`config.mk`:
```
export PLATFORM = sky130hd
export DESIGN_NAME = smbus_strap_slave
export DESIGN_NICKNAME = d
export VERILOG_FILES = /design/src/rtl/smb_pkg.sv /design/src/rtl/smb_sync.sv /design/src/rtl/smb_cond_detect.sv /design/src/rtl/smb_addr_latch.sv /design/src/rtl/smb_addr_fsm.sv /design/src/rtl/smbus_strap_slave.sv
export SDC_FILE = /design/constraint.sdc
export NUM_CORES = 1
export LEC_CHECK = 0
export CAP_MARGIN = 20
export CORE_MARGIN = 8
export CORE_UTILIZATION = 46
export DETAILED_ROUTE_END_ITERATION = 10
export PLACE_DENSITY = 0.71
export SYNTH_ARGS = -nofsm -noshare
export SYNTH_HDL_FRONTEND = slang
export SYNTH_SLANG_ARGS = --single-unit
```
`constraint.sdc`:
```
create_clock -name clk -period 1.9 [get_ports clk]
set_clock_uncertainty 0.2 [all_clocks]
set_input_delay 0.57 -clock clk [delete_from_list [all_inputs] [get_ports clk]]
set_output_delay 0.57 -clock clk [all_outputs]
set_load 0.03 [all_outputs]
```
`src/rtl/smb_pkg.sv`:
```
// Package: shared types of the strap-addressed SMBus slave.
// Assumes: nothing beyond IEEE 1800-2017.
package smb_pkg;

    // Address-phase state of the byte receiver.
    typedef enum logic [2:0] {
        ST_IDLE     = 3'd0,
        ST_ADDR     = 3'd1,
        ST_ACK_WAIT = 3'd2,
        ST_ACK      = 3'd3,
        ST_HOLD     = 3'd4
    } smb_state_e;

endpackage

```
`src/rtl/smb_sync.sv`:
```
// Module: smb_sync
// Brings one asynchronous bus line into the clk domain through a chain of
// flip-flops. Assumes the idle bus level is high, so reset loads ones.
module smb_sync #(
    parameter int STAGES = 2
) (
    input  logic clk,
    input  logic rst_n,
    input  logic d_i,
    output logic q_o
);

    logic [STAGES-1:0] chain_q;

    // Shift the raw line through the synchroniser chain.
    always_ff @(posedge clk) begin
        if (!rst_n) begin
            chain_q <= '1;
        end else begin
            chain_q <= {chain_q[STAGES-2:0], d_i};
        end
    end

    assign q_o = chain_q[STAGES-1];

endmodule

```
`src/rtl/smb_cond_detect.sv`:
```
// Module: smb_cond_detect
// Turns synchronised SCL/SDA levels into one-cycle events: START, STOP and
// the rising and falling edges of SCL. Assumes the inputs are synchronous.
module smb_cond_detect (
    input  logic clk,
    input  logic rst_n,
    input  logic scl_s_i,
    input  logic sda_s_i,
    output logic start_o,
    output logic stop_o,
    output logic scl_rise_o,
    output logic scl_fall_o,
    output logic sda_bit_o
);

    logic scl_prev_q;
    logic sda_prev_q;

    // Keep the previous sampled levels for edge detection.
    always_ff @(posedge clk) begin
        if (!rst_n) begin
            scl_prev_q <= 1'b1;
            sda_prev_q <= 1'b1;
        end else begin
            scl_prev_q <= scl_s_i;
            sda_prev_q <= sda_s_i;
        end
    end

    // Decode the bus conditions from the current and previous levels.
    always_comb begin
        start_o    = scl_s_i && scl_prev_q && sda_prev_q && !sda_s_i;
        stop_o     = scl_s_i && scl_prev_q && !sda_prev_q && sda_s_i;
        scl_rise_o = scl_s_i && !scl_prev_q;
        scl_fall_o = !scl_s_i && scl_prev_q;
        sda_bit_o  = sda_s_i;
    end

endmodule

```
`src/rtl/smb_addr_latch.sv`:
```
// Module: smb_addr_latch
// Holds the device address and the slave-enable state. Straps, the test
// override and the mode input are loaded on every reset clock and frozen
// when reset is released. In the configuration-first mode, slave operation
// starts at the first cfg_done_i strobe and then stays on.
module smb_addr_latch #(
    parameter int          STRAP_W   = 4,
    parameter int          ADDR_W    = 7,
    parameter logic [ADDR_W-1:0] BASE_ADDR = 7'h18
) (
    input  logic               clk,
    input  logic               rst_n,
    input  logic [STRAP_W-1:0] strap_i,
    input  logic               test_ovr_i,
    input  logic               master_mode_i,
    input  logic               cfg_done_i,
    output logic [ADDR_W-1:0]  addr_o,
    output logic               slave_en_o
);

    logic [STRAP_W-1:0] strap_q;
    logic               ovr_q;
    logic               master_q;
    logic               done_q;

    // Track the configuration pins while in reset, hold them afterwards.
    always_ff @(posedge clk) begin
        if (!rst_n) begin
            strap_q  <= strap_i;
            ovr_q    <= test_ovr_i && !master_mode_i;
            master_q <= master_mode_i;
        end
    end

    // Remember that the configuration phase has ended.
    always_ff @(posedge clk) begin
        if (!rst_n) begin
            done_q <= 1'b0;
        end else if (cfg_done_i) begin
            done_q <= 1'b1;
        end
    end

    // Form the address and the enable from the held state.
    always_comb begin
        addr_o     = ovr_q ? BASE_ADDR : BASE_ADDR + ADDR_W'(strap_q);
        slave_en_o = !master_q || done_q;
    end

    // the address never moves once reset is over.
    a_r1_addr_held: assert property (@(posedge clk) disable iff (!rst_n)
        $past(rst_n) |-> $stable(addr_o));

    // once slave operation is enabled it stays enabled.
    a_r8_enable_sticky: assert property (@(posedge clk) disable iff (!rst_n)
        ($past(rst_n) && $past(slave_en_o)) |-> slave_en_o);

endmodule

```
`src/rtl/smb_addr_fsm.sv`:
```
// Module: smb_addr_fsm
// Receives the address byte after START, compares it with the device
// address and drives the acknowledge. Assumes one-cycle bus events from
// smb_cond_detect. Stays silent after a mismatch until the next START.
module smb_addr_fsm
    import smb_pkg::*;
#(
    parameter int ADDR_W = 7
) (
    input  logic              clk,
    input  logic              rst_n,
    input  logic              start_i,
    input  logic              stop_i,
    input  logic              scl_rise_i,
    input  logic              scl_fall_i,
    input  logic              sda_bit_i,
    input  logic              slave_en_i,
    input  logic [ADDR_W-1:0] my_addr_i,
    output logic              sda_oe_o,
    output logic              addr_match_o,
    output logic              rw_bit_o
);

    localparam int BYTE_W = ADDR_W + 1;
    localparam int CNT_W  = $clog2(BYTE_W);
    localparam logic [CNT_W-1:0] LAST_BIT = CNT_W'(BYTE_W - 1);

    smb_state_e        state_q;
    logic [ADDR_W-1:0] shift_q;
    logic [CNT_W-1:0]  bitcnt_q;

    // Sequence the address phase: shift, compare, acknowledge, hold.
    always_ff @(posedge clk) begin
        if (!rst_n) begin
            state_q      <= ST_IDLE;
            shift_q      <= '0;
            bitcnt_q     <= '0;
            sda_oe_o     <= 1'b0;
            addr_match_o <= 1'b0;
            rw_bit_o     <= 1'b0;
        end else begin
            addr_match_o <= 1'b0;
            if (stop_i) begin
                state_q  <= ST_IDLE;
                sda_oe_o <= 1'b0;
            end else if (start_i) begin
                sda_oe_o <= 1'b0;
                bitcnt_q <= '0;
                shift_q  <= '0;
                state_q  <= slave_en_i ? ST_ADDR : ST_IDLE;
            end else begin
                case (state_q)
                    ST_ADDR: begin
                        if (scl_rise_i) begin
                            if (bitcnt_q == LAST_BIT) begin
                                if (shift_q == my_addr_i) begin
                                    addr_match_o <= 1'b1;
                                    rw_bit_o     <= sda_bit_i;
                                    state_q      <= ST_ACK_WAIT;
                                end else begin
                                    state_q <= ST_HOLD;
                                end
                            end else begin
                                shift_q  <= {shift_q[ADDR_W-2:0], sda_bit_i};
                                bitcnt_q <= bitcnt_q + 1'b1;
                            end
                        end
                    end
                    ST_ACK_WAIT: begin
                        if (scl_fall_i) begin
                            sda_oe_o <= 1'b1;
                            state_q  <= ST_ACK;
                        end
                    end
                    ST_ACK: begin
                        if (scl_fall_i) begin
                            sda_oe_o <= 1'b0;
                            state_q  <= ST_HOLD;
                        end
                    end
                    default: begin
                        state_q <= state_q;
                    end
                endcase
            end
        end
    end

    // a match is a single-cycle pulse.
    a_r3_match_single: assert property (@(posedge clk) disable iff (!rst_n)
        addr_match_o |=> !addr_match_o);

    // the pull-down only starts right after a falling SCL edge.
    a_r5_oe_on_fall: assert property (@(posedge clk) disable iff (!rst_n)
        $rose(sda_oe_o) |-> $past(scl_fall_i));

    // the pull-down ends only at a falling SCL edge or a bus condition.
    a_r5_oe_release: assert property (@(posedge clk) disable iff (!rst_n)
        $fell(sda_oe_o) |-> $past(scl_fall_i || stop_i || start_i));

    // STOP always releases the line.
    a_r10_stop_release: assert property (@(posedge clk) disable iff (!rst_n)
        stop_i |=> !sda_oe_o);

endmodule

```
`src/rtl/smbus_strap_slave.sv`:
```
// Module: smbus_strap_slave
// Top of the strap-addressed SMBus slave address recogniser: synchronises
// the bus lines, detects bus conditions, holds the strapped address and
// acknowledges a matching address byte. Assumes a wired-AND SDA at the pad.
module smbus_strap_slave #(
    parameter int          STRAP_W     = 4,
    parameter int          ADDR_W      = 7,
    parameter logic [ADDR_W-1:0] BASE_ADDR = 7'h18,
    parameter int          SYNC_STAGES = 2
) (
    input  logic               clk,
    input  logic               rst_n,
    input  logic               scl_i,
    input  logic               sda_i,
    input  logic [STRAP_W-1:0] strap_i,
    input  logic               test_ovr_i,
    input  logic               master_mode_i,
    input  logic               cfg_done_i,
    output logic               sda_oe_o,
    output logic               addr_match_o,
    output logic               rw_bit_o,
    output logic [ADDR_W-1:0]  slave_addr_o
);

    logic scl_s;
    logic sda_s;
    logic ev_start;
    logic ev_stop;
    logic ev_rise;
    logic ev_fall;
    logic sda_bit;
    logic slave_en;

    smb_sync #(.STAGES(SYNC_STAGES)) i_sync_scl (
        .clk(clk), .rst_n(rst_n), .d_i(scl_i), .q_o(scl_s)
    );

    smb_sync #(.STAGES(SYNC_STAGES)) i_sync_sda (
        .clk(clk), .rst_n(rst_n), .d_i(sda_i), .q_o(sda_s)
    );

    smb_cond_detect i_cond (
        .clk(clk), .rst_n(rst_n),
        .scl_s_i(scl_s), .sda_s_i(sda_s),
        .start_o(ev_start), .stop_o(ev_stop),
        .scl_rise_o(ev_rise), .scl_fall_o(ev_fall),
        .sda_bit_o(sda_bit)
    );

    smb_addr_latch #(
        .STRAP_W(STRAP_W), .ADDR_W(ADDR_W), .BASE_ADDR(BASE_ADDR)
    ) i_latch (
        .clk(clk), .rst_n(rst_n),
        .strap_i(strap_i), .test_ovr_i(test_ovr_i),
        .master_mode_i(master_mode_i), .cfg_done_i(cfg_done_i),
        .addr_o(slave_addr_o), .slave_en_o(slave_en)
    );

    smb_addr_fsm #(.ADDR_W(ADDR_W)) i_fsm (
        .clk(clk), .rst_n(rst_n),
        .start_i(ev_start), .stop_i(ev_stop),
        .scl_rise_i(ev_rise), .scl_fall_i(ev_fall),
        .sda_bit_i(sda_bit), .slave_en_i(slave_en),
        .my_addr_i(slave_addr_o),
        .sda_oe_o(sda_oe_o), .addr_match_o(addr_match_o),
        .rw_bit_o(rw_bit_o)
    );

    // no match is reported while slave operation is still disabled.
    a_r8_silent_until_done: assert property (@(posedge clk) disable iff (!rst_n)
        !slave_en |-> !addr_match_o);

endmodule

```
==> results of run 1 <==
## worst reg2reg max path: cells and delay by family, from the launching register on
kind	cells	cell delay, ns
adders and majority gates	2	0.26
xor gates and xnor gates	1	0.08
AOI/OAI and AO/OA	2	0.38
DFF	1	0.37
and+or+nand+nor	1	0.50
## layout make-up
type                       instances  share of cell area [%]
multi-input combinational         86                    37.2
clock buffer                       8                    3.46
timing repair buffer              33                    17.4
tap                               31                    2.28
inverter                           7                    1.69
sequential                        29                    38.0
## through the flow
step	area, um^2	setup TNS (ns)	total power, mW
after detailed placement	1520	-0.0658	0.807
after global routing	1700	-0.959	1.26
after global placement	1520	-0.00806	0.804
after CTS	1630	-0.501	1.21
after floorplan	1270	0	0.749
final	1700	-0.476	1.20
## routing by layer
layer  global-route usage [%]  up-vias  wire [um]
met1                     12.8      478       1100
met2                     20.4       26       1350
met5                        0        -          0
met4                     7.42        0         35
li1                         -      511          -
met3                     5.33        4        120
## placed cells by master, fill, tap and decap left out, drive strengths merged, types with 3 or more instances in the layout
cell type / n
clkdlybuf4s50: 10
buf: 20
nand4: 4
edfxtp: 6
inv: 7
and2b: 3
nand2b: 6
dfxtp: 23
clkbuf: 8
a21oi: 4
mux2i: 8
nand2: 8
nor2: 21
dlygate4sd2: 3
## final timing paths
| kind | from | cells after the start | slack, ns | end |
|---|---|---|---|---|
| worst min register to register | i_sync_sda.chain_q[0] | 1 | 0.21 | i_sync_sda.chain_q[1] |
| worst max register to register | i_fsm.bitcnt_q[1] | 6 | 0.04 | i_fsm.state_q[0] |
| worst min-delay path | i_sync_sda.chain_q[0] | 1 | 0.21 | i_sync_sda.chain_q[1] |
| worst max-delay path | i_latch.ovr_q | 4 | -0.08 | slave_addr_o[5] |
## state kept, by name, summed over array words and instances, names as in the netlist, 2 cells and up
register            cells
i_fsm.state_q           3
i_fsm.shift_q           7
i_sync_scl.chain_q      2
i_sync_sda.chain_q      2
i_latch.strap_q         4
i_fsm.bitcnt_q          3
## kinds of logic after synthesis
| family | synth area share (%) |
|---|---|
| multiplexers | 6.29 |
| AND/OR/NAND/NOR | 25.6 |
| AO/OA/AOI/OAI | 8.75 |
| adder cells (fa/ha/maj) | 1.97 |
| buffers and inverters | 4.72 |
| other | 0.295 |
| XOR/XNOR | 2.07 |
| flip-flops | 50.3 |
## power by group through the flow
stage / registers (mW) / logic [mW] / clock network [mW]
final: 0.661 / 0.154 / 0.383
after global routing: 0.664 / 0.165 / 0.431
after CTS: 0.661 / 0.148 / 0.397
after detailed placement: 0.675 / 0.132 / 0
after global placement: 0.674 / 0.130 / 0
after floorplan: 0.674 / 0.0754 / 0
## what timing repair did
action,4_1_cts,5_1_grt
resized for setup,12,12
setup buffers,4,1
endpoints found under the setup margin,10,10
pin swaps,1,2
==> impl_metrics.py, run 1 <==
metrics = {
    "status": {
        "status": "complete, but fails checks",
        "violations": "setup timing",
    },
    "timing": {
        "setup_slack_ns": -0.0838,
        "min_period_ns": 1.98,
        "hold_viol_final": 0,
        "rsz0062_at_grt": "yes",
        "slew_viol_final": 0,
        "setup_viol": 6,
        "clock.fmax_ghz": 0.504,
        "period_share_pct": 104,
        "worst_hold_slack_ns": 0.214,
    },
    "cts": {
        "cts_num_sinks": 29,
        "cts-hold-fix-buffers": 0,
        "clk_latency_ns": 0.32,
        "clk_pin_slew_ns": 0.09,
        "clockRootBuffer": "clkbuf_4",
        "cts.path.max_buffers": 2,
        "tritoncts": "yes",
        "cts_max_level": 2,
        "cts_buffers": 5,
    },
    "critical_path": {
        "crit_type": "flip-flop to primary output",
        "crit_required_ns": 1.13,
        "path_buf_inv": 3,
        "endpoint_kind": "primary output",
        "crit_fanout": 4,
        "cp_slowest_cell": "edfxtp_1",
        "crit_chain": "buf_4, nand2b_4, inv_4, buf_6",
        "crit_family": "flip-flops",
        "cp_data_arrival_time_ns": 1.21,
        "worst_path_largest_cell_delay_ns": 0.42,
        "critPathLaunchType": "flip-flop",
    },
    "placement": {
        "place_congestion": 0.888,
        "pre_cts_slack_ns": -0.0350,
        "port_buffers": 19,
        "hpwl_um": 1870,
        "placed_cells": 181,
    },
    "yosys": {
        "yosys_warnings": 0,
        "synth_edf_count": 6,
        "ys_top_cells_by_area": "dfxtp_1 36%, edfxtp_1 14%, mux2i_1 6.3%",
        "ys_types": 39,
        "synthCells": 126,
        "synthArstFlopShare_pct": 0,
        "syn_avg_cell_area_um2": 10.1,
        "yosysTopAreaCell": "dfxtp_1",
        "syn_area_mm2": 0.00127,
        "synth.most_common_cell": "dfxtp_1",
        "synth_commonest_cells": "23 x dfxtp_1, 21 x nor2_1, 8 x mux2i_1, 8 x nand2_1",
        "ys_ff_latch": 29,
        "syn_nets": 139,
        "seq_area_frac_synth_pct": 50.3,
        "synth_top_area_share_pct": 36.2,
        "synth_ff_type": "dfxtp_1",
    },
    "floorplanning": {
        "die_w_um": 68.6,
        "initial_core_util_pct": 47.4,
        "num_rows": 19,
        "dieArea_mm2": 0.00471,
        "io_pins": 21,
        "die_h_um": 68.6,
        "coreArea_mm2": 0.00269,
    },
    "finish": {
        "regArea_um2": 644,
        "drive_gt1_share_pct": 28.8,
        "diodes": 0,
        "stdcell_count": 194,
        "fillers": 214,
        "syn2layout_area_growth_pct": 33.4,
        "nNetsFinal": 175,
        "multi_input_area_um2": 632,
        "final_util_pct": 63.2,
    },
    "detailed_routing": {
        "vias": 1019,
        "final_antenna_net_count": 0,
        "dr.pass1.iters": 4,
        "drc": 0,
        "drt_iter0_markers": 48,
        "wl_per_cell_um": 13.5,
        "wl_um": 2610,
        "vias_per_cell": 5.25,
    },
    "pwr": {
        "p_clk_share_pct": 32.0,
        "switching_power_mw": 0.287,
        "p_comb_share_pct": 12.8,
        "switching_share_pct": 24.0,
        "p_seq_share_pct": 55.2,
        "p_leak_nw": 0.714,
        "peakVddDrop_mv": 0.534,
        "internal_power_mw": 0.910,
        "power_density_mw_per_mm2": 705,
    },
    "global_route": {
        "first_global_vias": 1025,
        "grt_usage_pct": 12.4,
        "grt_remaining_overflow": 0,
        "grt_pass1_wl_um": 4350,
        "antenna_found_initial": 0,
        "grt_max_degree": 13,
    },
    "worst_hold_path": {
        "hold_class": "flip-flop to flip-flop",
    },
    "run": {
        "maxCapViolCount": 0,
    },
}
Note: power is estimated with default switching activity, not from simulation.
==> inputs of run 2 (changes only) <==
Settings changed: SLEW_MARGIN from default to 25.
==> results of run 2 <==
Same layout as run 1: the final DEF is identical, and so are final timing and power.
